## config.mk

```make
export PLATFORM = sky130hd
export DESIGN_NAME = cache_purge_ctrl
export DESIGN_NICKNAME = d
export VERILOG_FILES = /design/src/rtl/purge_pkg.sv /design/src/rtl/purge_timer.sv /design/src/rtl/purge_walker.sv /design/src/rtl/cache_purge_ctrl.sv
export SDC_FILE = /design/constraint.sdc
export NUM_CORES = 1
export LEC_CHECK = 0
export CAP_MARGIN = 20
export CORE_ASPECT_RATIO = 0.7
export CORE_MARGIN = 4
export CORE_UTILIZATION = 40
export DETAILED_ROUTE_END_ITERATION = 10
export GPL_TIMING_DRIVEN = 0
export PLACE_DENSITY_LB_ADDON = 0.1
export SLEW_MARGIN = 20
export SYNTH_ARGS = -nofsm -noshare
export SYNTH_HDL_FRONTEND = slang
export SYNTH_SLANG_ARGS = --single-unit
```

## constraint.sdc

```tcl
create_clock -name clk -period 2.8 [get_ports clk]
set_input_delay 0.42 -clock clk [delete_from_list [all_inputs] [get_ports clk]]
set_output_delay 0.42 -clock clk [all_outputs]
set_load 0.02 [all_outputs]
```

## src/rtl/purge_pkg.sv

```systemverilog
package purge_pkg;
  typedef enum logic {
    PG_IDLE = 1'b0,
    PG_WALK = 1'b1
  } pg_state_e;
endpackage

```

## src/rtl/purge_timer.sv

```systemverilog
module purge_timer #(
  parameter int CNT_W = 20
) (
  input  logic             clk,
  input  logic             rst,
  input  logic             enable,
  input  logic [CNT_W-1:0] interval,
  input  logic             hold,
  output logic             fire
);
  logic [CNT_W-1:0] cnt_q;
  logic             armed;

  assign armed = enable && (interval != '0) && !hold;
  assign fire  = armed && (cnt_q == interval - 1'b1);

  always_ff @(posedge clk) begin
    if (rst || !armed) begin
      cnt_q <= '0;
    end else if (fire) begin
      cnt_q <= '0;
    end else begin
      cnt_q <= cnt_q + 1'b1;
    end
  end


  hold_clear_chk: assert property (@(posedge clk) disable iff (rst)
    hold |=> (cnt_q == '0));
endmodule

```

## src/rtl/purge_walker.sv

```systemverilog
module purge_walker #(
  parameter int SETS  = 64,
  parameter int WAYS  = 4,
  parameter int SET_W = 6,
  parameter int WAY_W = 2
) (
  input  logic             clk,
  input  logic             rst,
  input  logic             clear,
  input  logic             step,
  output logic [SET_W-1:0] set_idx,
  output logic [WAY_W-1:0] way_idx,
  output logic             last
);
  localparam logic [SET_W-1:0] SET_MAX = SET_W'(SETS - 1);
  localparam logic [WAY_W-1:0] WAY_MAX = WAY_W'(WAYS - 1);

  logic [SET_W-1:0] set_q;
  logic [WAY_W-1:0] way_q;

  assign set_idx = set_q;
  assign way_idx = way_q;
  assign last    = (set_q == SET_MAX) && (way_q == WAY_MAX);

  always_ff @(posedge clk) begin
    if (rst || clear) begin
      set_q <= '0;
      way_q <= '0;
    end else if (step) begin
      if (last) begin
        set_q <= '0;
        way_q <= '0;
      end else if (way_q == WAY_MAX) begin
        way_q <= '0;
        set_q <= set_q + 1'b1;
      end else begin
        way_q <= way_q + 1'b1;
      end
    end
  end


  walk_order_chk: assert property (@(posedge clk) disable iff (rst || clear)
    step && !last |=> ((set_q == $past(set_q)) && (way_q == $past(way_q) + 1'b1)) ||
                      ((way_q == '0) && (set_q == $past(set_q) + 1'b1)));
endmodule

```

## src/rtl/cache_purge_ctrl.sv

```systemverilog
module cache_purge_ctrl
  import purge_pkg::*;
#(
  parameter int SETS  = 64,
  parameter int WAYS  = 4,
  parameter int CNT_W = 20,
  parameter int SET_W = (SETS > 1) ? $clog2(SETS) : 1,
  parameter int WAY_W = (WAYS > 1) ? $clog2(WAYS) : 1
) (
  input  logic             clk,
  input  logic             rst,
  input  logic             cfg_enable,
  input  logic [CNT_W-1:0] cfg_interval,
  input  logic             cfg_is_dcache,
  output logic [SET_W-1:0] scan_set,
  output logic [WAY_W-1:0] scan_way,
  input  logic             line_valid,
  input  logic             line_dirty,
  output logic             wb_req,
  input  logic             wb_ready,
  output logic             line_inval,
  output logic             inval_all,
  output logic             busy,
  output logic             done
);
  pg_state_e state_q;
  logic      done_q;
  logic      inval_all_q;
  logic      walking;
  logic      fire;
  logic      step;
  logic      last_line;
  logic      needs_wb;

  assign walking  = (state_q == PG_WALK);
  assign needs_wb = line_valid && line_dirty;

  purge_timer #(.CNT_W(CNT_W)) timer_i (
    .clk      (clk),
    .rst      (rst),
    .enable   (cfg_enable),
    .interval (cfg_interval),
    .hold     (walking),
    .fire     (fire)
  );

  purge_walker #(.SETS(SETS), .WAYS(WAYS), .SET_W(SET_W), .WAY_W(WAY_W)) walker_i (
    .clk     (clk),
    .rst     (rst),
    .clear   (!walking),
    .step    (step),
    .set_idx (scan_set),
    .way_idx (scan_way),
    .last    (last_line)
  );

  assign step       = walking && (!needs_wb || wb_ready);
  assign wb_req     = walking && needs_wb;
  assign line_inval = walking && line_valid && (!line_dirty || wb_ready);

  always_ff @(posedge clk) begin
    if (rst) begin
      state_q     <= PG_IDLE;
      done_q      <= 1'b0;
      inval_all_q <= 1'b0;
    end else begin
      done_q      <= 1'b0;
      inval_all_q <= 1'b0;
      case (state_q)
        PG_IDLE: begin
          if (fire) begin
            if (cfg_is_dcache) begin
              state_q <= PG_WALK;
            end else begin
              inval_all_q <= 1'b1;
              done_q      <= 1'b1;
            end
          end
        end
        PG_WALK: begin
          if (step && last_line) begin
            state_q <= PG_IDLE;
            done_q  <= 1'b1;
          end
        end
        default: state_q <= PG_IDLE;
      endcase
    end
  end

  assign busy      = walking;
  assign done      = done_q;
  assign inval_all = inval_all_q;


  stall_hold_chk: assert property (@(posedge clk) disable iff (rst)
    wb_req && !wb_ready |=> wb_req && $stable(scan_set) && $stable(scan_way));


  wb_before_inval_chk: assert property (@(posedge clk) disable iff (rst)
    line_inval && line_dirty |-> wb_req && wb_ready);


  done_ends_walk_chk: assert property (@(posedge clk) disable iff (rst)
    $fell(busy) |-> done);


  iflush_chk: assert property (@(posedge clk) disable iff (rst)
    inval_all |-> done && !busy && !wb_req);


  off_quiet_chk: assert property (@(posedge clk) disable iff (rst)
    !busy && (!cfg_enable || cfg_interval == '0) |=> !inval_all && !busy);
endmodule

```

# Word level (Yosys, flattened, before mapping)
# Index checks and enable logic that the tools add are counted.
[op_classes]
addsub = 4
n_mul = 0
n_div = 0
n_lt_le_gt_ge = 0
eq_ne = 3
shift = 0
n_mux = 12
bitwise_logic = 1
reduce_logical = 23
[ops]
columns = ["op", "count"]
rows = [
  ["adder 20 x 1 -> 20 bit (second input constant)", 1],
  ["== test 20 bit", 1],
  ["nonzero test 20 bit", 1],
  ["subtractor 20 x 1 -> 20 bit (second input constant)", 1],
  ["two-way mux 6 bit", 2],
  ["logical AND 1 bit", 10],
  ["adder 6 x 1 -> 6 bit (second input constant)", 1],
  ["== test 6 bit (second input constant)", 1],
  ["two-way mux 1 bit", 6],
  ["zero test 1 bit", 4],
  ["logical OR 1 bit", 4],
  ["two-way mux 2 bit", 2],
  ["case mux 1 bit (2 select lines)", 2],
  ["OR reduction 2 bit", 2],
  ["adder 2 x 1 -> 2 bit (second input constant)", 1],
  ["== test 2 bit (second input constant)", 1],
  ["AND reduction 2 bit", 1],
  ["nonzero test 2 bit", 1],
  ["inverter 1 bit", 1],
]
[totals]
regBits = 31
latch_bits = 0
ramBits = 0
romBits = 0
inputBits = 27
output_inout_bits = 13
word_cells = 49
n_memories = 0

# Logic depth before layout (Yosys ltp)
[logic_depth]
word_depth = 7
depth_mapped = 10

# Cells and area by module
# A second synthesis with hierarchy kept.
[unflattened]
cells_unflattened = 254
hier_area_um2 = 2122.0
[modules_own_cells]
columns = ["mod", "n_inst", "cells_per_inst", "area_per_inst_um2", "seq_area_each_um2"]
rows = [
  ["purge_timer", 1, 191, 1570.3, 400.4],
  ["purge_walker", 1, 48, 410.4, 160.2],
  ["cache_purge_ctrl", 1, 15, 141.4, 60.1],
]

# Worst setup path after synthesis
# OpenSTA, ideal clock, no wires.
[synth_path]
kind = "input to register"
start = "input cfg_interval[0]"
end = "register timer_i.cnt_q[0]"
setup_ps = 140
arrival_ps = 2336
required_time_ps = 2660
setup_slack_ps = 324
stages = 10
n_path_buf = 2
path_cell_list = "inv_1 ha_1 nor2b_1 clkbuf_1 nand4b_2 or4_1 a211oi_1 and4bb_4 buf_12 a21oi_2"
[synth_via]
elab_chain_len = 6
elab_cells_between_ends = 9
classes_between = "1 x add/sub; 1 x eq/ne; 7 x reduce/logical"
[synth_lines]
columns = ["item", "line_no", "text"]
rows = [
  ["start, declared", "cache_purge_ctrl.sv:13", "input logic [CNT_W-1:0] cfg_interval,"],
  ["branches (longest 5 deep; another with subtractor 20 x 1 -> 20 bit)", "--", ""],
  ["OR reduction 2 bit (no line) *", "--", ""],
  ["end signal, assigned", "purge_timer.sv:23", "cnt_q <= cnt_q + 1'b1;"],
  ["end, declared", "purge_timer.sv:11", "logic [CNT_W-1:0] cnt_q;"],
]
# Every way passes the cells marked *.
# A chain may end at the register's enable or synchronous reset.

# Worst setup path in the final report
[layout_path]
start = "input cfg_interval[8]"
end = "register timer_i.cnt_q[13]"
# Same word-level chain as after synthesis.

==> results.tsv <==
metric	value	unit
comb_power_share	14.3	%
ir_drop	0.202	mV
hpwl	4000	um
crit_start	cfg_interval[8]	
diodes	0	
grt_pass1_wl	8720	um
num_rows	22	
gp_congestion	0.776	
ys_types	44	
tritoncts	built	
syn_inst	271	
synth.area.top_cells	dfxtp_1 (28%), xnor2_1 (11%), xor2_1 (8.4%)	
worstSkewPairLatency	0.28	ns
core	5290	sq um
remaining_drc_errors	0	
final_nets	357	
grtUsageTotal	16.3	%
start_util	41.6	%
cts.clk_slew.worst_paths	0.06	ns
syn_area	2200	sq um
area_growth	32.7	%
hold_viol_final	0	
ctsHoldBuffers	0	
first_pass_iters	4	
internal_power	0.702	mW
synth_top_area_share	28.2	%
p_seq_share	47.8	%
fin_crit	2.75	ns
synth_edf_count	0	
drive_gt1_share	12.6	%
hp-class	register to register	
cts.sinks	31	
drt_wl_total	5530	um
p_sw	0.228	mW
ys_seq_area_share	28.2	%
rr_startpoint	timer_i.cnt_q[10]	
drt-initial-drc-count	147	
crit_arrival	2.90	ns
required	2.95	ns
critPathCaptureType	register	
postSynth.asyncResetShare	0	%
power.switching_fraction	24.5	%
vias	2056	
cts-buffers-inserted	5	
syn_avg_cell_area	8.11	sq um
run_status	complete, no violations	
start_kind	input pin	
cap_violations	0	
layoutNonFillerInstCount	397	
cts_root_buf	clkbuf_8	
finalSetupTns	0	ns
p_per_area	319	nW/um^2
io_buffers	39	
crit_end	timer_i.cnt_q[13]	
setup_viol	0	
reg2reg_to	timer_i.cnt_q[13]	
via_per_inst	5.18	
r2r_cells	8	
fin_skew	0.00433	ns
die_w	96.6	um
die_y	70.0	um
grt.overflow.total	0	
fin_crit_sh	98.2	%
htreeDepth	2	
p_leak	1.14	nW
max_freq	364	MHz
antenna_found_initial	0	
ys_warn_count	0	
grt_pass1_vias	1825	
synth_nets	303	
crit_fanout	5	
ios	40	
synth_top_flop_cell	dfxtp_1	
nFillCells	518	
grt_max_degree	11	
routedWlPerCell	13.9	um
yosysTopAreaCell	dfxtp_1	
clk_path_buf_depth	2	
detail-route-antenna-nets	0	
timing.final.max_slew_violations	0	
p_clk_share	38.0	%
dp.cells	382	
max_slew_margin	47.4	%
path_class	input pin to register	
worst_pin_slew	0.783	ns
ys_seq_elements	31	
die-area	6760	sq um
r2r_slack	0.60	ns
==> worst min-delay path by stage <==
stage / from / end / slack [ns] / depth (start not counted)
finish: walker_i.set_idx[1] / walker_i.set_idx[1] / 0.51 / 2
global route: walker_i.set_idx[1] / walker_i.set_idx[1] / 0.58 / 2
CTS: walker_i.set_idx[1] / walker_i.set_idx[1] / 0.52 / 2
detailed placement: walker_i.set_idx[1] / walker_i.set_idx[1] / 0.51 / 2
global placement: walker_i.set_idx[1] / walker_i.set_idx[1] / 0.52 / 2
floorplan: timer_i.cnt_q[19] / timer_i.cnt_q[19] / 0.54 / 3
==> cell families after synthesis <==
kind of cell	after synthesis	share of synthesized area (%)
AO/OA/AOI/OAI	43	13.2
XOR/XNOR	49	19.5
buffers and inverters	18	4.33
multiplexers	3	1.37
flip-flops	31	28.2
adder cells (fa/ha/maj)	5	2.85
AND/OR/NAND/NOR	122	30.5
==> worst max-delay path: stages <==
cell and delay, ns:
clkdlybuf4s50_1 0.51, nor4_4 0.46, nand4b_4 0.17, or4_4 0.50, a211oi_2 0.23, and4bb_4 0.37, clkbuf_16 0.18, a21oi_1 0.06
==> timing repair <==
action,CTS,global route
endpoints found under the setup margin,22,23
cloned,0,1
resized for setup,5,13
setup buffers,4,3
pin swaps,1,1
==> stage by stage <==
stage | hold slack, ns | setup WS (ns) | cell area [sq um] | util (%) | total power [mW]
finish | 0.514 | 0.0512 | 2920 | 55.2 | 0.930
global route | 0.576 | -0.0370 | 2920 | 55.2 | 0.973
CTS | 0.522 | 0.00387 | 2820 | 53.4 | 0.935
detailed placement | 0.510 | -0.454 | 2680 | 50.7 | 0.576
global placement | 0.517 | -0.441 | 2680 | 50.7 | 0.575
floorplan | 0.540 | 0.324 | 2200 | - | 0.511
==> cells in the mapped netlist, types with 2 or more instances <==
master and number:
nand2b_1 2, mux2i_1 3, nand4_1 11, buf_1 2
xnor2_1 28, nor4b_1 3, nor2b_1 4, a21o_1 2
clkbuf_1 8, o21ai_0 3, nand3b_1 3, nand3_1 13
ha_1 5, o31ai_1 2, dfxtp_1 31, a21oi_1 16
inv_1 6, and2_1 2, nor3b_1 3, nand2_1 33
and3_1 6, and4_1 2, nor4_1 2, a31oi_1 3
xor2_1 21, nor3_1 10, a21oi_2 10, nor2_1 20
or4_1 2
==> cells in the final DEF (no fill, tap or decap), types with 2 or more instances in the layout <==
master	count
nor4_4	2
nor4b_1	3
nor3_1	9
nor3b_1	3
clkbuf_8	6
nand3_1	13
inv_2	2
nand3b_1	3
and2_1	2
xnor2_1	28
nor2_1	20
o31ai_1	2
nor2b_1	4
a21oi_2	10
and3_1	6
o21ai_0	3
clkdlybuf4s50_1	35
dfxtp_1	31
nand2_1	33
mux2i_1	3
dlymetal6s2s_1	4
buf_12	2
a21o_1	2
inv_1	4
nand2b_1	2
buf_4	7
a31oi_1	3
and4_1	2
clkbuf_1	6
nor4_1	2
nand4_1	11
xor2_1	21
ha_1	4
a21oi_1	16
==> cell type report <==
cell class                      count  area (sq um)  area share, %
Multi-Input combinational cell    222          1530           52.3
Sequential cell                    31           621           21.3
Timing Repair Buffer               47           490           16.8
Tap cell                           72          90.1           3.09
Clock buffer                        6          82.6           2.83
Buffer                             12          78.8           2.70
Inverter                            6          22.5          0.773
Clock inverter                      1          5.00          0.172
==> power groups by stage <==
stage / combinational [mW] / clock [mW] / sequential, mW
after CTS: 0.126 / 0.365 / 0.444
final: 0.133 / 0.353 / 0.445
after floorplan: 0.0571 / 0 / 0.454
after global placement: 0.121 / 0 / 0.454
after global routing: 0.145 / 0.384 / 0.444
after detailed placement: 0.121 / 0 / 0.454
==> sequential cells by signal, summed over array words and instances, names as in the netlist <==
signal            flops
busy                  1
walker_i.way_idx      2
walker_i.set_idx      6
timer_i.cnt_q        20
inval_all             1
done                  1
==> layer usage <==
metal  global-route usage [%]  vias up  part of all wire [%]
li1                         -     1062                     -
met2                     20.5       52                    39
met4                     4.04        0                  0.98
met3                     4.20        7                   7.0
met1                     26.5      935                    53
met5                        0        -                     0
(Power assumes the default switching activity.)
